`src/rtl/dac_src_pkg.sv`:
```
`timescale 1ns/1ps
// Package: source codes shared by the channel source selector.
// Assumes a 4-bit select field; codes 0xC..0xF are unused.
package dac_src_pkg;
    typedef enum logic [3:0] {
        SRC_TONE      = 4'h0,
        SRC_PATTERN   = 4'h1,
        SRC_DMA       = 4'h2,
        SRC_ZERO      = 4'h3,
        SRC_PN7_INV   = 4'h4,
        SRC_PN15_INV  = 4'h5,
        SRC_PN7       = 4'h6,
        SRC_PN15      = 4'h7,
        SRC_LOOPBACK  = 4'h8,
        SRC_DEVPN     = 4'h9,
        SRC_NIB_RAMP  = 4'hA,
        SRC_WORD_RAMP = 4'hB
    } src_sel_e;
endpackage

```
`src/rtl/dac_lfsr_word.sv`:
```
`timescale 1ns/1ps
// Module: Fibonacci LFSR with polynomial x^ORDER + x^(ORDER-1) + 1.
// It produces WORD_W bits per advance, first bit in the MSB, and is
// seeded to all ones by reset. Assumes ORDER >= 3.
module dac_lfsr_word #(
    parameter int ORDER  = 7,
    parameter int WORD_W = 16
) (
    input  logic              clk,
    input  logic              rst_n,
    input  logic              advance,
    output logic [WORD_W-1:0] word_out
);
    logic [ORDER-1:0] state_q;
    logic [ORDER-1:0] walk [0:WORD_W];
    logic [WORD_W-1:0] fb;

    assign walk[0] = state_q;

    // Unrolled walk: one feedback bit per stage
    for (genvar i = 0; i < WORD_W; i++) begin : g_step
        assign fb[i]                 = walk[i][ORDER-1] ^ walk[i][ORDER-2];
        assign walk[i+1]             = {walk[i][ORDER-2:0], fb[i]};
        assign word_out[WORD_W-1-i]  = fb[i];
    end

    // State register: seed on reset, jump a whole word per advance
    always_ff @(posedge clk) begin
        if (!rst_n)       state_q <= '1;
        else if (advance) state_q <= walk[WORD_W];
    end

    // all-ones seed can never decay to the lock-up state
    assert_lfsr_nonzero_R5: assert property (@(posedge clk) disable iff (!rst_n)
        state_q != '0);
    // the register only moves on an advance
    assert_lfsr_hold_R12: assert property (@(posedge clk) disable iff (!rst_n)
        !advance |=> $stable(state_q));
endmodule

```
`src/rtl/dac_ramp_gen.sv`:
```
`timescale 1ns/1ps
// Module: sample counter feeding the word ramp, the nibble ramp and the
// pattern phase (count LSB). Assumes WORD_W is a multiple of NIB_W.
module dac_ramp_gen #(
    parameter int WORD_W = 16,
    parameter int NIB_W  = 4
) (
    input  logic              clk,
    input  logic              rst_n,
    input  logic              advance,
    output logic [WORD_W-1:0] word_ramp,
    output logic [WORD_W-1:0] nib_ramp,
    output logic              odd_phase
);
    localparam int NIBS = WORD_W / NIB_W;

    logic [WORD_W-1:0] cnt_q;

    // Sample counter: clear on reset, +1 per sample
    always_ff @(posedge clk) begin
        if (!rst_n)       cnt_q <= '0;
        else if (advance) cnt_q <= cnt_q + 1'b1;
    end

    assign word_ramp = cnt_q;
    assign odd_phase = cnt_q[0];

    // Replicate the low count nibble across the word
    for (genvar n = 0; n < NIBS; n++) begin : g_nib
        assign nib_ramp[n*NIB_W +: NIB_W] = cnt_q[NIB_W-1:0];
    end

    // one increment per sample
    assert_ramp_step_R8: assert property (@(posedge clk) disable iff (!rst_n)
        advance |=> cnt_q == $past(cnt_q) + 1'b1);
    // frozen without a sample
    assert_ramp_hold_R12: assert property (@(posedge clk) disable iff (!rst_n)
        !advance |=> $stable(cnt_q));
endmodule

```
`src/rtl/dac_src_select.sv`:
```
`timescale 1ns/1ps
// Module: per-channel DAC source selector. It resolves the overrides,
// multiplexes the sources, optionally converts to offset binary and
// registers one sample per sample_en strobe. The generators advance
// after each sample.
module dac_src_select #(
    parameter int DATA_W = 16
) (
    input  logic              clk,
    input  logic              rst_n,
    input  logic              sample_en,
    input  logic [3:0]        sel_code,
    input  logic              force_loopback,
    input  logic              force_devpn,
    input  logic              offset_bin,
    input  logic [DATA_W-1:0] tone_in,
    input  logic [DATA_W-1:0] dma_in,
    input  logic [DATA_W-1:0] loop_in,
    input  logic [DATA_W-1:0] devpn_in,
    input  logic [DATA_W-1:0] patt_a,
    input  logic [DATA_W-1:0] patt_b,
    output logic [DATA_W-1:0] out_data,
    output logic              out_valid
);
    import dac_src_pkg::*;

    localparam logic [DATA_W-1:0] SIGN_FLIP = {1'b1, {(DATA_W-1){1'b0}}};

    logic [DATA_W-1:0] pn7_w, pn15_w, ramp_w, nib_w, pick, shaped;
    logic              odd_ph;
    src_sel_e          eff_sel;

    dac_lfsr_word #(.ORDER(7), .WORD_W(DATA_W)) pn7_i (
        .clk(clk), .rst_n(rst_n), .advance(sample_en), .word_out(pn7_w));

    dac_lfsr_word #(.ORDER(15), .WORD_W(DATA_W)) pn15_i (
        .clk(clk), .rst_n(rst_n), .advance(sample_en), .word_out(pn15_w));

    dac_ramp_gen #(.WORD_W(DATA_W), .NIB_W(4)) ramp_i (
        .clk(clk), .rst_n(rst_n), .advance(sample_en),
        .word_ramp(ramp_w), .nib_ramp(nib_w), .odd_phase(odd_ph));

    // Override resolution: a single override wins, two cancel
    always_comb begin
        if (force_loopback && !force_devpn)      eff_sel = SRC_LOOPBACK;
        else if (force_devpn && !force_loopback) eff_sel = SRC_DEVPN;
        else                                     eff_sel = src_sel_e'(sel_code);
    end

    // Source multiplexer; unused codes give zero
    always_comb begin
        case (eff_sel)
            SRC_TONE:      pick = tone_in;
            SRC_PATTERN:   pick = odd_ph ? patt_b : patt_a;
            SRC_DMA:       pick = dma_in;
            SRC_ZERO:      pick = '0;
            SRC_PN7_INV:   pick = ~pn7_w;
            SRC_PN15_INV:  pick = ~pn15_w;
            SRC_PN7:       pick = pn7_w;
            SRC_PN15:      pick = pn15_w;
            SRC_LOOPBACK:  pick = loop_in;
            SRC_DEVPN:     pick = devpn_in;
            SRC_NIB_RAMP:  pick = nib_w;
            SRC_WORD_RAMP: pick = ramp_w;
            default:       pick = '0;
        endcase
    end

    // Output format: offset binary flips the sign bit
    assign shaped = offset_bin ? (pick ^ SIGN_FLIP) : pick;

    // Output register: capture one sample per strobe
    always_ff @(posedge clk) begin
        if (!rst_n) begin
            out_data  <= '0;
            out_valid <= 1'b0;
        end else begin
            out_valid <= sample_en;
            if (sample_en) out_data <= shaped;
        end
    end

    // valid is the strobe delayed by one edge
    assert_valid_follow_R12: assert property (@(posedge clk) disable iff (!rst_n)
        sample_en |=> out_valid);
    assert_valid_idle_R12: assert property (@(posedge clk) disable iff (!rst_n)
        !sample_en |=> !out_valid);
    // data holds between samples
    assert_data_hold_R12: assert property (@(posedge clk) disable iff (!rst_n)
        !sample_en |=> $stable(out_data));
    // programmed zero with no net override yields only the sign flip
    assert_zero_code_R3: assert property (@(posedge clk) disable iff (!rst_n)
        (sample_en && sel_code == 4'h3 && (force_loopback == force_devpn))
        |=> out_data == ($past(offset_bin) ? SIGN_FLIP : '0));
    // a lone loopback override passes loop_in
    assert_loop_force_R9: assert property (@(posedge clk) disable iff (!rst_n)
        (sample_en && force_loopback && !force_devpn && !offset_bin)
        |=> out_data == $past(loop_in));
endmodule

```
`config.mk`:
```
export PLATFORM = sky130hd
export DESIGN_NAME = dac_src_select
export DESIGN_NICKNAME = d
export VERILOG_FILES = /design/src/rtl/dac_src_pkg.sv /design/src/rtl/dac_lfsr_word.sv /design/src/rtl/dac_ramp_gen.sv /design/src/rtl/dac_src_select.sv
export SDC_FILE = /design/constraint.sdc
export NUM_CORES = 1
export LEC_CHECK = 0
export BUFFER_PORTS_ARGS = -buffer_cell sky130_fd_sc_hd__buf_2
export CAP_MARGIN = 20
export CORE_UTILIZATION = 30
export DETAILED_ROUTE_END_ITERATION = 16
export GPL_TIMING_DRIVEN = 0
export SYNTH_ARGS = -nofsm -noshare
export SYNTH_HDL_FRONTEND = slang
export SYNTH_SLANG_ARGS = --single-unit
```
`constraint.sdc`:
```
create_clock -name clk -period 2.3 [get_ports clk]
set_input_delay 0 -clock clk [delete_from_list [all_inputs] [get_ports clk]]
set_output_delay 0 -clock clk [all_outputs]
set_load 0.02 [all_outputs]
```
==> results of run 1 <==
worst min path at each step:
stage | startpoint | to | slack (ns) | cells past startpoint
after global placement | offset_bin | out_data[15] | 0.33 | 3
after CTS | offset_bin | out_data[15] | 0.02 | 3
after detailed placement | offset_bin | out_data[15] | 0.33 | 3
after global routing | offset_bin | out_data[15] | 0.04 | 3
final | offset_bin | out_data[15] | 0.02 | 3
after floorplan | offset_bin | out_data[15] | 0.21 | 2
cell usage after synthesis, drive strengths merged, types with 3 or more instances:
cell type / n
clkbuf: 10
xor2: 12
inv: 7
o22ai: 10
a222oi: 7
o221ai: 7
and2: 3
nand2: 67
nor2b: 7
a211oi: 7
a31oi: 3
nor3: 5
nor4b: 3
nand3: 8
nor4: 4
nor2: 28
nand4: 7
dfxtp: 55
xnor2: 51
a22o: 13
buf: 23
o21ai: 26
and3: 3
a221oi: 9
mux2: 4
mux2i: 40
critical path, cell delays in order, from the launching register on:
cell and delay [ns]:
dfxtp_1 0.44, buf_1 0.56, mux2i_1 0.31, o22ai_1 0.17
nor4_2 0.29, o21ai_1 0.09
logic make-up (layout without fill, tap and decap cells):
| logic type | after synthesis | after routing | share of synthesized area |
|---|---|---|---|
| AOI/OAI and AO/OA | 96 | 96 | 0.1953 |
| muxes | 44 | 44 | 0.1158 |
| DFF | 55 | 55 | 0.2864 |
| xor gates and xnor gates | 66 | 66 | 0.1673 |
| buffers and inverters | 42 | 168 | 0.05499 |
| and+or+nand+nor | 142 | 142 | 0.1770 |
| adders and majority gates | 1 | 1 | 0.003254 |
through the flow:
step	instance area, um2	worst slack, ns	power, uW
floorplan	3845	0.7130	1852
global route	4806	0.1939	3129
global placement	4646	0.3403	2157
detailed placement	4646	0.3550	2170
CTS	4806	0.3474	2987
finish	4806	0.3198	2987
layout make-up:
| class | count | area, um2 | share of cell area |
|---|---|---|---|
| multi-input cells | 349 | 2532 | 0.5269 |
| repair buffers | 118 | 590.6 | 0.1229 |
| inverters | 9 | 33.78 | 0.007029 |
| plain buffers | 33 | 177.7 | 0.03697 |
| clock inverters | 1 | 7.507 | 0.001562 |
| well taps | 168 | 210.2 | 0.04374 |
| flip-flops and latches | 55 | 1101 | 0.2291 |
| clock buffers | 7 | 152.6 | 0.03176 |
routing by layer:
metal,global-route usage,up-vias
met5,0,-
met4,0.05801,0
met3,0.03585,23
met2,0.3538,156
met1,0.2572,1923
li1,-,1860
where the power goes:
group | leakage [uW] | switching, uW | internal (uW)
combinational | 0.00149 | 570 | 495
sequential | 0.000451 | 72.2 | 1030
clock | 0.0000761 | 356 | 464
layout by cell type (no fill, tap or decap), types with 5 or more instances in the layout:
cell type,n
nor2b_1,7
clkbuf_1,10
xnor2_1,49
mux2i_1,40
inv_1,6
a22o_1,11
dfxtp_1,55
o22ai_1,10
a222oi_1,7
a211oi_1,7
o221ai_1,7
o21ai_0,23
nand4_1,7
nor3_1,5
nor2_1,28
xor2_1,11
clkbuf_16,5
a221oi_1,7
nand2_1,67
nand3_1,8
buf_2,131
state kept, by name, summed over array words and instances, names as in the netlist:
name	count
out_valid	1
ramp_i.word_ramp	16
pn7_i.state_q	7
out_data	16
pn15_i.state_q	15
==> impl_metrics.ini, run 1 <==
[status]
status = completed

[routing]
num_vias = 3962
met1_length_mm = 5.797
ant_nets = 0
wl_per_cell_um = 18.28
topRoutingLayerUsed = met4
wl_met2_mm = 6.558
drt_wl_total_mm = 13.53
drt_iter0_drc = 358
drcViolationCount = 0
via_per_inst = 5.354
dr.pass1.iters = 5
dr_wl_met3_um = 892

[grt]
grt_pass1_wl_mm = 20.38
grt_pass1_vias = 3818
grt_antenna_before_repair = 0
grt_max_degree = 17
grtUsageTotal = 0.2035
grt_overflow = 0

[timing]
slew_headroom = 0.3577
setup_viol = 0
fin_setup_tns_ns = 0
drv_slew = 0
final.min_clock_period_ns = 1.980
fmax_mhz = 505.0
fin_crit_sh = 0.8610
finClkSkew_ns = 0.004465
worstMarginPinSlew_ns = 0.9570
holdWs_ns = 0.01964
hold_violations = 0
rsz0062_at_grt = false

[floorplan]
die_h_um = 115.2
rows = 40
core_um2 = 12260
die_area_um2 = 13270
die_x_um = 115.2
io-pin-count = 123
start_util = 0.3136

[yosys]
ys_ff_latch = 55
yosys_most_used_dff = dfxtp_1
yosysWarningCount = 0
yosys.area.top_type_share = 0.2864
synth_cell_types = 60
syn_area_um2 = 3845
synth.avg_cell_area_um2 = 8.621
seq_area_frac_synth = 0.2864
synthTopCellsByArea = dfxtp_1, xnor2_1, mux2i_1, nand2_1, o21ai_0
postSynthCellCount = 446
synth_edf_count = 0
syn_nets = 553
synth_area_leader_cell = dfxtp_1
async_flop_share = 0

[cells_and_area]
fin_cells = 740
area_growth_pct = 24.99
finish.utilization = 0.3919
diodes = 0
n_fill_cell = 1267
fin_nets = 678
drive_gt1_frac = 0.2902

[cts]
cts_resized = 0
holdBufCountCts = 0
worst_skew_pair.late_latency_ns = 0.29
clockBufferDepth = 2
cts_tree = yes
cts_buffers = 5
clock_sinks = 55
clockRootBuffer = clkbuf_16
cts_max_level = 2
cts_setup_buffers = 0
clk_pin_slew_ns = 0.07

[critical_path]
critical_path_class = flip-flop to flip-flop
rr_endpoint = out_data[9]
startpoint_type = flip-flop
endpoint = out_data[9]
required_ns = 2.48
reg2reg_from = ramp_i.word_ramp[0]
cp_max_fo = 10
critPathArrivalTime_ns = 2.16
crit_start = ramp_i.word_ramp[0]
rr_worst_depth = 5
cp-end-kind = flip-flop
r2r_slack_ns = 0.32

[placed_design]
hpwl_mm = 10.75
place_inst = 732
io_buffers = 118
routabilityCongestion = 0.9081

[power]
powerDensity_nw_per_um2 = 621.5
leakagePower_uw = 0.002019
ir_drop_v = 0.0003632

[flow_run]
drv_cap = 0

[min_path]
hp-class = primary input to flip-flop
Power figures use the tool's default switching activity.
==> run 2, diff against run 1 <==
==> constraint.sdc (replaced) <==
create_clock -name clk -period 1.83 [get_ports clk]
set_input_delay 0 -clock clk [delete_from_list [all_inputs] [get_ports clk]]
set_output_delay 0 -clock clk [all_outputs]
set_load 0.02 [all_outputs]
==> run 2 against run 1 <==
Net effect: sequential cell count stayed put; utilization is 0.10 points higher; largest power group unchanged; die area stayed put; register-to-register slack worse by 0.24 ns; sequential share of layout area hardly changed; maximum frequency is 13% higher; clock power is 26% higher; combinational power is 25% higher; setup slack worse by 0.24 ns; non-clock buffer count is 1 lower; worst hold slack worse by 0.0016 ns; sequential power is 26% higher.
==> impl_metrics.ini, run 2 (synthesized netlist as in run 1, its figures left out) <==
[grt]
grt_overflow = 0
grt_max_degree = 17
grtUsageTotal = 0.2034
grt_pass1_vias = 3814
grt_antenna_before_repair = 0
grt_pass1_wl_mm = 20.37

[power]
comb_power_share = 0.356
pwr-share-clk = 0.274
leakagePower_uw = 0.002028
seq_power_share = 0.370
p_int_uw = 2507
power.switching_uw = 1254
switching_share = 0.3334
ir_drop_v = 0.0004536
powerDensity_nw_per_um2 = 780.4

[critical_path]
startpoint_type = flip-flop
cp_common_cell = xnor2_1
worstPathCellList = buf_2 -> xnor2_1 -> mux2i_1 -> xnor2_1 -> a222oi_1 -> a211oi_1
required_ns = 1.97
critical_path_class = flip-flop to flip-flop
cp_max_fo = 6
worst_path_max_delay_cell = a222oi_1
crit_path_max_incr_delay_ns = 0.45
rr_worst_depth = 6
cp-end-kind = flip-flop
critPathArrivalTime_ns = 1.89

[cells_and_area]
multiInputGateArea_um2 = 2540
drive_gt1_frac = 0.2960
n_fill_cell = 1266
diodes = 0
fin_nets = 677
finish.utilization = 0.3930
final_common_cell = buf_2
layout_common_cells = buf_2, nand2_1, dfxtp_1
area_growth_pct = 25.32
seqCellArea_um2 = 1102
final_area_um2 = 4818

[cts]
cts_buffers = 5
cts_max_level = 2
clock_sinks = 55
worst_skew_pair.late_latency_ns = 0.30
clk_pin_slew_ns = 0.07
cts_tree = yes
clockRootBuffer = clkbuf_16
clockBufferDepth = 2

[placed_design]
placed_cell_area_um2 = 4646
routabilityCongestion = 0.9081
hpwl_mm = 10.75
io_buffers = 118

[routing]
ant_nets = 0
drt_wl_total_mm = 13.44
wl_per_cell_um = 18.18
drcViolationCount = 0
drt_iter0_drc = 330
num_vias = 3941
dr.pass1.iters = 5
via_per_inst = 5.333

[floorplan]
die_area_um2 = 13270
die_x_um = 115.2
rows = 40
io-pin-count = 123
core_um2 = 12260
die_h_um = 115.2
start_util = 0.3136

[timing]
drv_slew = 0
finClkSkew_ns = 0.006052
setup_viol = 0
fmax_mhz = 571.6
fin_crit_sh = 0.9560
rsz0062_at_grt = false
final.min_clock_period_ns = 1.750
worstMarginPinSlew_ns = 0.9512
slew_headroom = 0.3616
hold_violations = 0

[min_path]
hold_depth = 3
hp-class = primary input to flip-flop

[status]
status = completed

[flow_run]
drv_cap = 0
run 2: cell count changes in the layout (fill, tap and decap cells not counted):
cell / change
xnor2_1: -1
buf_1: -1
xnor2_2: +1
buf_6: +1
dfxtp_1: -1
clkbuf_1: -1
dfxtp_2: +1
run 2: what timing repair did:
item	4_1_cts	5_1_grt
setup endpoints to repair	9	5
buffers inserted	0	0
gates resized for setup	2	3
hold buffers	0	0
run 2: stage by stage:
step	worst slack (ns)	TNS [ns]	std cells	hold slack, ns	total power [uW]
floorplan	0.2430	0	446	0.2088	2328
global placement	-0.1297	-0.2324	732	0.3268	2712
detailed placement	-0.1150	-0.5030	732	0.3270	2727
CTS	0.03274	0	740	0.01775	3755
global route	0.006388	0	739	0.03699	3942
finish	0.08045	0	739	0.01800	3760
run 2: cell type report:
cell class                      instances  share of cell area
Clock buffer                            7             0.03168
Buffer                                 32             0.03765
Timing Repair Buffer                  118              0.1226
Inverter                                9            0.007011
Multi-Input combinational cell        349              0.5271
Clock inverter                          1            0.001558
Tap cell                              168             0.04363
Sequential cell                        55              0.2288
run 2: final timing paths:
| kind | endpoint | slack, ns | startpoint |
|---|---|---|---|
| max | out_data[7] | 0.08 | pn7_i.state_q[3] |
| min | out_data[15] | 0.02 | offset_bin |
| max reg2reg | out_data[7] | 0.08 | pn7_i.state_q[3] |
| min reg2reg | out_data[15] | 0.46 | out_data[15] |
run 2: worst max-delay path, delay by kind of cell (launching register included):
kind | cells | cell delay (ns)
flip-flops | 1 | 0.30
AO/OA/AOI/OAI | 2 | 0.58
buffers and inverters | 1 | 0.17
XOR/XNOR | 2 | 0.40
multiplexers | 1 | 0.14
run 2: power groups by stage:
stage,clock network [uW],logic (uW),registers [uW]
6_report,1030,1340,1390
5_1_grt,1090,1450,1400
4_1_cts,1040,1330,1380
3_5_place_dp,0,1320,1410
3_3_place_gp,0,1310,1410
2_1_floorplan,0,908,1420
run 2: per-layer routing:
metal / part of all wire / GRT usage / vias to the layer above
li1: - / - / 1863
met2: 0.48 / 0.3534 / 165
met3: 0.064 / 0.03426 / 21
met5: 0 / 0 / -
met1: 0.43 / 0.2581 / 1892
met4: 0.022 / 0.05801 / 0
